===== src/rtl/seq_alu_pkg.sv =====
package seq_alu_pkg;
  localparam int DW    = 16;
  localparam int CW    = 4;
  localparam int NSLOT = 8;
  localparam int SW    = $clog2(NSLOT);
  localparam int NBR   = 4;
  localparam int NSRC  = 16;
  localparam int SRCW  = $clog2(NSRC);
  localparam int NLUT  = 1 << NBR;

  typedef enum logic [3:0] {
    OP_ADD, OP_SUB, OP_SHL, OP_SHR, OP_ROL, OP_ROR,
    OP_AND, OP_OR, OP_XOR, OP_SEL, OP_PASS
  } op_e;

  typedef enum logic [1:0] {
    CM_ALWAYS, CM_IF1, CM_IF0, CM_NEVER
  } cmode_e;

  typedef struct packed {
    op_e                           op;
    logic                          use_cin;
    cmode_e                        cmode;
    logic [SRCW-1:0]               csrc;
    logic [NBR-1:0][SRCW-1:0]      bsel;
    logic [NLUT-1:0][1:0]          lut;
    logic [3:0][SW-1:0]            nxt;
  } instr_t;

  localparam int IW = $bits(instr_t);
endpackage


===== src/rtl/seq_alu_store.sv =====
module seq_alu_store #(
  parameter int WIDTH = 71,
  parameter int DEPTH = 8,
  parameter int AW    = $clog2(DEPTH)
) (
  input  logic             clk,
  input  logic             we,
  input  logic [AW-1:0]    waddr,
  input  logic [WIDTH-1:0] wdata,
  input  logic [AW-1:0]    raddr,
  output logic [WIDTH-1:0] rdata
);
  logic [WIDTH-1:0] mem [DEPTH];

  always_ff @(posedge clk) begin
    if (we) mem[waddr] <= wdata;
  end

  assign rdata = mem[raddr];
endmodule


===== src/rtl/seq_alu_bitsel.sv =====
module seq_alu_bitsel #(
  parameter int NSRC  = 16,
  parameter int NPICK = 5,
  parameter int SRCW  = $clog2(NSRC)
) (
  input  logic [NSRC-1:0]             src,
  input  logic [NPICK-1:0][SRCW-1:0]  sel,
  output logic [NPICK-1:0]            bits
);
  for (genvar g = 0; g < NPICK; g++) begin : g_pick
    assign bits[g] = src[sel[g]];
  end
endmodule


===== src/rtl/seq_alu_exec.sv =====
module seq_alu_exec
  import seq_alu_pkg::*;
#(
  parameter int W = 16
) (
  input  op_e          op,
  input  logic [W-1:0] a,
  input  logic [W-1:0] b,
  input  logic         use_cin,
  input  logic         stat_in,
  output logic [W-1:0] res,
  output logic         cout,
  output logic         wr_stat,
  output logic         uses_b
);
  logic [W:0] sum;
  logic       sin;

  always_comb begin
    res     = a;
    cout    = 1'b0;
    wr_stat = 1'b0;
    uses_b  = 1'b0;
    sum     = '0;
    sin     = use_cin & stat_in;
    case (op)
      OP_ADD: begin
        sum     = {1'b0, a} + {1'b0, b} + {{W{1'b0}}, sin};
        res     = sum[W-1:0];
        cout    = sum[W];
        wr_stat = 1'b1;
        uses_b  = 1'b1;
      end
      OP_SUB: begin
        sum     = {1'b0, a} + {1'b0, ~b} + {{W{1'b0}}, (use_cin ? stat_in : 1'b1)};
        res     = sum[W-1:0];
        cout    = sum[W];
        wr_stat = 1'b1;
        uses_b  = 1'b1;
      end
      OP_SHL: begin
        res = {a[W-2:0], sin};  cout = a[W-1]; wr_stat = 1'b1;
      end
      OP_SHR: begin
        res = {sin, a[W-1:1]};  cout = a[0];   wr_stat = 1'b1;
      end
      OP_ROL: begin
        res = {a[W-2:0], a[W-1]}; cout = a[W-1]; wr_stat = 1'b1;
      end
      OP_ROR: begin
        res = {a[0], a[W-1:1]};   cout = a[0];   wr_stat = 1'b1;
      end
      OP_AND: begin res = a & b; uses_b = 1'b1; end
      OP_OR:  begin res = a | b; uses_b = 1'b1; end
      OP_XOR: begin res = a ^ b; uses_b = 1'b1; end
      OP_SEL: begin res = stat_in ? b : a; uses_b = 1'b1; end
      default: res = a;
    endcase
  end
endmodule


===== src/rtl/seq_alu_tile.sv =====
module seq_alu_tile
  import seq_alu_pkg::*;
(
  input  logic          clk,
  input  logic          rst,
  input  logic          run,
  input  logic          cfg_we,
  input  logic [SW-1:0] cfg_slot,
  input  logic [IW-1:0] cfg_word,
  input  logic [DW-1:0] in_a_data,
  input  logic          in_a_vld,
  input  logic [CW-1:0] in_a_ctl,
  input  logic [DW-1:0] in_b_data,
  input  logic          in_b_vld,
  input  logic [CW-1:0] in_b_ctl,
  input  logic          stat_in,
  output logic [DW-1:0] out_data,
  output logic          out_vld,
  output logic [CW-1:0] out_ctl,
  output logic          stat_out,
  output logic [SW-1:0] cur_slot
);
  localparam int NPICK = NBR + 1;

  logic [IW-1:0]              rd_word;
  instr_t                     ins;
  logic [NSRC-1:0]            src;
  logic [NPICK-1:0][SRCW-1:0] picks_sel;
  logic [NPICK-1:0]           picks;
  logic [NBR-1:0]             lut_addr;
  logic [1:0]                 br;
  logic                       cond_ok, exec;
  logic [DW-1:0]              res;
  logic                       cout, wr_stat, uses_b;

  // program slots: written only while halted
  seq_alu_store #(.WIDTH(IW), .DEPTH(NSLOT)) u_store (
    .clk   (clk),
    .we    (cfg_we & ~run),
    .waddr (cfg_slot),
    .wdata (cfg_word),
    .raddr (cur_slot),
    .rdata (rd_word)
  );

  assign ins = rd_word;

  // selectable bit sources, code order fixed by the instruction format
  assign src = {in_b_data[DW-1], in_b_data[0], in_a_data[DW-1], in_a_data[0],
                stat_out, stat_in, in_b_vld, in_a_vld, in_b_ctl, in_a_ctl};

  assign picks_sel = {ins.csrc, ins.bsel};

  seq_alu_bitsel #(.NSRC(NSRC), .NPICK(NPICK)) u_bitsel (
    .src  (src),
    .sel  (picks_sel),
    .bits (picks)
  );

  assign lut_addr = picks[NBR-1:0];
  assign br       = ins.lut[lut_addr];

  always_comb begin
    case (ins.cmode)
      CM_ALWAYS: cond_ok = 1'b1;
      CM_IF1:    cond_ok = picks[NBR];
      CM_IF0:    cond_ok = ~picks[NBR];
      default:   cond_ok = 1'b0;
    endcase
  end

  assign exec = run & cond_ok;

  seq_alu_exec #(.W(DW)) u_exec (
    .op      (ins.op),
    .a       (in_a_data),
    .b       (in_b_data),
    .use_cin (ins.use_cin),
    .stat_in (stat_in),
    .res     (res),
    .cout    (cout),
    .wr_stat (wr_stat),
    .uses_b  (uses_b)
  );

  always_ff @(posedge clk) begin
    if (rst) begin
      cur_slot <= '0;
      out_data <= '0;
      out_vld  <= 1'b0;
      out_ctl  <= '0;
      stat_out <= 1'b0;
    end else begin
      out_vld <= exec & in_a_vld & (in_b_vld | ~uses_b);
      if (run) cur_slot <= ins.nxt[br];
      if (exec) begin
        out_data <= res;
        out_ctl  <= in_a_ctl;
        if (wr_stat) stat_out <= cout;
      end
    end
  end
endmodule


===== config.mk =====
export PLATFORM = sky130hd
export DESIGN_NAME = seq_alu_tile
export DESIGN_NICKNAME = d
export VERILOG_FILES = /design/src/rtl/seq_alu_pkg.sv /design/src/rtl/seq_alu_store.sv /design/src/rtl/seq_alu_bitsel.sv /design/src/rtl/seq_alu_exec.sv /design/src/rtl/seq_alu_tile.sv
export SDC_FILE = /design/constraint.sdc
export NUM_CORES = 1
export LEC_CHECK = 0
export BUFFER_PORTS_ARGS = -buffer_cell sky130_fd_sc_hd__buf_2
export CORE_UTILIZATION = 35
export DETAILED_ROUTE_END_ITERATION = 10
export PLACE_DENSITY_LB_ADDON = 0.25
export SLEW_MARGIN = 10
export SYNTH_ARGS = -nofsm -noshare
export SYNTH_HDL_FRONTEND = slang
export SYNTH_SLANG_ARGS = --single-unit

===== constraint.sdc =====
create_clock -name clk -period 7.9 [get_ports clk]
set_clock_uncertainty 0.15 [all_clocks]
set_input_delay 0.395 -clock clk [delete_from_list [all_inputs] [get_ports clk]]
set_output_delay 0.395 -clock clk [all_outputs]
set_load 0.1 [all_outputs]

==> impl_metrics.yaml <==
grt:
  grt_max_degree: 85
  grt.overflow.total: 0
  grt_pass1_wl_mm: 97.9
  grt_usage_pct: 17.2
  first_global_vias: 15616
  antenna_found_initial: 8
synth:
  synth_cell_types: 77
  ys_top_cells_by_count: "edfxtp_1, mux4_2, nand2_1"
  syn_nets: 1694
  synth_edf_count: 568
  synth_top_cell_area_share_pct: 64.9
  async_reset_ff_share_pct: 0
  seq_area_frac_synth_pct: 67.1
  synth_area_leaders: "edfxtp_1, mux4_2, mux2i_1"
  synth-main-ff-cell: "edfxtp_1"
  synth_warnings: 0
  netlist_instances: 1522
  ys_seq_elements: 596
  syn_area_per_cell_um2: 17.3
  syn_area_um2: 26300
  synth_top_area_cell: "edfxtp_1"
  yosysMostFrequentCell: "edfxtp_1"
floorplanning:
  die_x_um: 276
  core-area_um2: 74300
  io_pins: 146
  start_util_pct: 35.4
  fp.dieArea_um2: 76200
  chipHeight_um: 276
  row_count: 100
run_status:
  status: "finished with violations"
  violations: "DRC"
worst_setup_path:
  critPathTopFamily: "compound AO/OA/AOI/OAI gates"
  cp.arrival_ns: 5.52
  timing.rr.end: "out_data[15]"
  crit_chain: "mux4_2 -> mux2i_1 -> nor2b_1 -> fa_1 -> a21o_1 -> a21oi_1 -> o21ai_0 -> a21oi_1 -> o21ai_0 -> a211o_1 -> a2111oi_0 -> o31a_1 -> o31ai_1 -> nor3b_1 -> a311oi_1 -> a211oi_1"
  cpMaxStageDelayCell: "dfxtp_4"
  cp-end-kind: "register"
  cp-start-kind: "register"
  crit_required_ns: 8.20
  endpoint: "out_data[15]"
  max_stage_delay_ns: 0.87
  ff2ff_path_depth: 16
  critical_path_depth: 16
  path_buf_inv: 0
  ff2ff_setup_slack_ns: 2.68
  cp_max_fo: 37
  worstSetupPathType: "register to register"
routing:
  first_pass_iters: 9
  wire_per_inst_um: 23.3
  drc_errors: 2
  vias: 14857
  final_antenna_net_count: 0
  routed_wirelength_mm: 64.9
  avgViaCountPerCell: 5.34
  drt_iter0_markers: 1115
clock_network:
  htree_levels: 3
  ctsResizeCount: 0
  root_buffer: "clkbuf_16"
  path_clk_slew_ns: 0.06
  cts_tree: "yes"
  cts_buffers: 67
  insertion_delay_ns: 0.61
  clock_path_buffers: 3
  numClockSinks: 596
sta:
  worst_slew_pin_slew_ns: 1.17
  slew_headroom_pct: 21.6
  setup_viol: 0
  slew_viol_final: 0
  fmax_mhz: 191
  fin_crit_sh_pct: 66.1
  fin_crit_ns: 5.22
  rsz0062_at_grt: "false"
  totalNegativeSetupSlack_ns: 0
  hold-worst-slack_ns: 0.0393
  hold_viol_final: 0
cells_and_area:
  nFillCells: 6672
  final_cell_area_um2: 30900
  syn_to_final_growth_pct: 17.7
  drive_above_1_share_pct: 25.9
  nets: 1932
power:
  ir_drop_v: 0.000220
  powerDensity_nw_per_um2: 337
  p_leak_nw: 10.5
  power_switching_mw: 3.67
  intPower_mw: 6.75
  power_frac_clock_pct: 28.3
  seqPwrFrac_pct: 35.7
  power_frac_comb_pct: 36.0
  p_sw_share_pct: 35.2
placed_design:
  dpl-instance-area_um2: 28100
  hpwl_mm: 39.2
  port_buffers: 145
  place.gp.congestion: 0.847
hold_path:
  worstHoldPathType: "input port to register"
flow_run:
  drv_cap: 0
==> area by class of cell <==
type	count	area, um^2	share of cell area [%]
Sequential cell	596	17600	57.0
Multi-Input combinational cell	793	8110	26.2
Antenna cell	2	5.00	0.0162
Tap cell	969	1210	3.92
Inverter	57	214	0.692
Clock inverter	34	264	0.854
Timing Repair Buffer	245	1670	5.40
Clock buffer	87	1820	5.90
==> kinds of logic (layout without fill, tap and decap cells) <==
| kind of cell | count (synthesis) | count (layout) | share of synthesized area, % |
|---|---|---|---|
| flip-flops | 596 | 596 | 67.1 |
| multiplexers | 250 | 250 | 17.3 |
| AO/OA/AOI/OAI | 249 | 249 | 6.41 |
| AND/OR/NAND/NOR | 241 | 241 | 4.27 |
| buffers and inverters | 133 | 423 | 2.33 |
| adder cells (fa/ha/maj) | 51 | 51 | 2.54 |
| XOR/XNOR | 2 | 2 | 0.0667 |
| other | 0 | 2 | 0 |
==> worst min-delay path by stage <==
stage,startpoint,to,cells after the start
floorplan,cfg_word[0],u_store.mem[0][0],0
detailed placement,out_data[1],out_data[1],2
finish,in_a_vld,out_vld,2
global placement,out_data[1],out_data[1],2
CTS,in_a_data[10],out_data[10],3
global route,in_a_vld,out_vld,2
==> worst register-to-register path, delay by kind of cell (launching register included) <==
kind / cells / cell delay [ns]
AOI/OAI and AO/OA: 11 / 2.66
DFF: 1 / 0.87
muxes: 2 / 0.80
adders and majority gates: 1 / 0.38
and+or+nand+nor: 2 / 0.24
==> layer usage <==
metal  global-route usage, %  share of wire [%]  routed length, um
met1                    22.1                 43              27700
met2                    30.0                 51              33200
met3                    2.79                4.3               2800
met4                    4.64                1.7               1100
met5                       0               0.11                 70
==> layout by cell type, fill, tap and decap left out, types with 7 or more instances in the layout <==
master / instances
edfxtp_1: 568
mux4_2: 160
buf_2: 145
nand2_1: 82
a21oi_1: 80
mux2i_1: 79
dlygate4sd3_1: 72
clkbuf_16: 69
nor2_1: 58
inv_1: 56
o21ai_0: 51
ha_1: 47
buf_4: 27
dfxtp_1: 25
nand3_1: 18
clkbuf_1: 15
nor3_1: 14
and2_1: 12
clkinv_2: 12
nor2b_1: 9
a211oi_1: 9
a311oi_1: 9
clkinv_1: 9
o2111ai_1: 8
mux2_2: 8
o22ai_1: 8
nand2b_1: 7
o211ai_1: 7
a221oi_1: 7
nand4_1: 7
a222oi_1: 7
==> power by group through the flow <==
| stage | sequential (mW) | combinational, mW | clock (mW) |
|---|---|---|---|
| finish | 3.72 | 3.75 | 2.95 |
| detailed placement | 3.79 | 3.75 | 0 |
| global placement | 3.79 | 3.73 | 0 |
| floorplan | 4.09 | 2.53 | 0 |
| CTS | 3.72 | 3.80 | 3.02 |
| global route | 3.74 | 4.05 | 3.14 |
==> registers in the layout (all words and copies together) (netlist names), named ones only <==
register and count:
stat_out 1, out_ctl 4, u_store.mem 568, out_vld 1, cur_slot 3, out_data 16
==> what timing repair did <==
action,4_1_cts,5_1_grt
setup buffers,0,0
hold buffers,72,0
hold endpoints to repair,569,0
==> metrics by stage <==
step	power, mW	utilization, %	instances	setup WS [ns]
3_5_place_dp	7.54	37.8	2588	2.59
6_report	10.4	41.6	2783	2.68
5_1_grt	10.9	41.6	2782	2.25
2_1_floorplan	6.62	-	1522	1.47
4_1_cts	10.5	41.6	2781	2.59
3_3_place_gp	7.51	37.8	2588	2.66
Power figures use the tool's default switching activity.
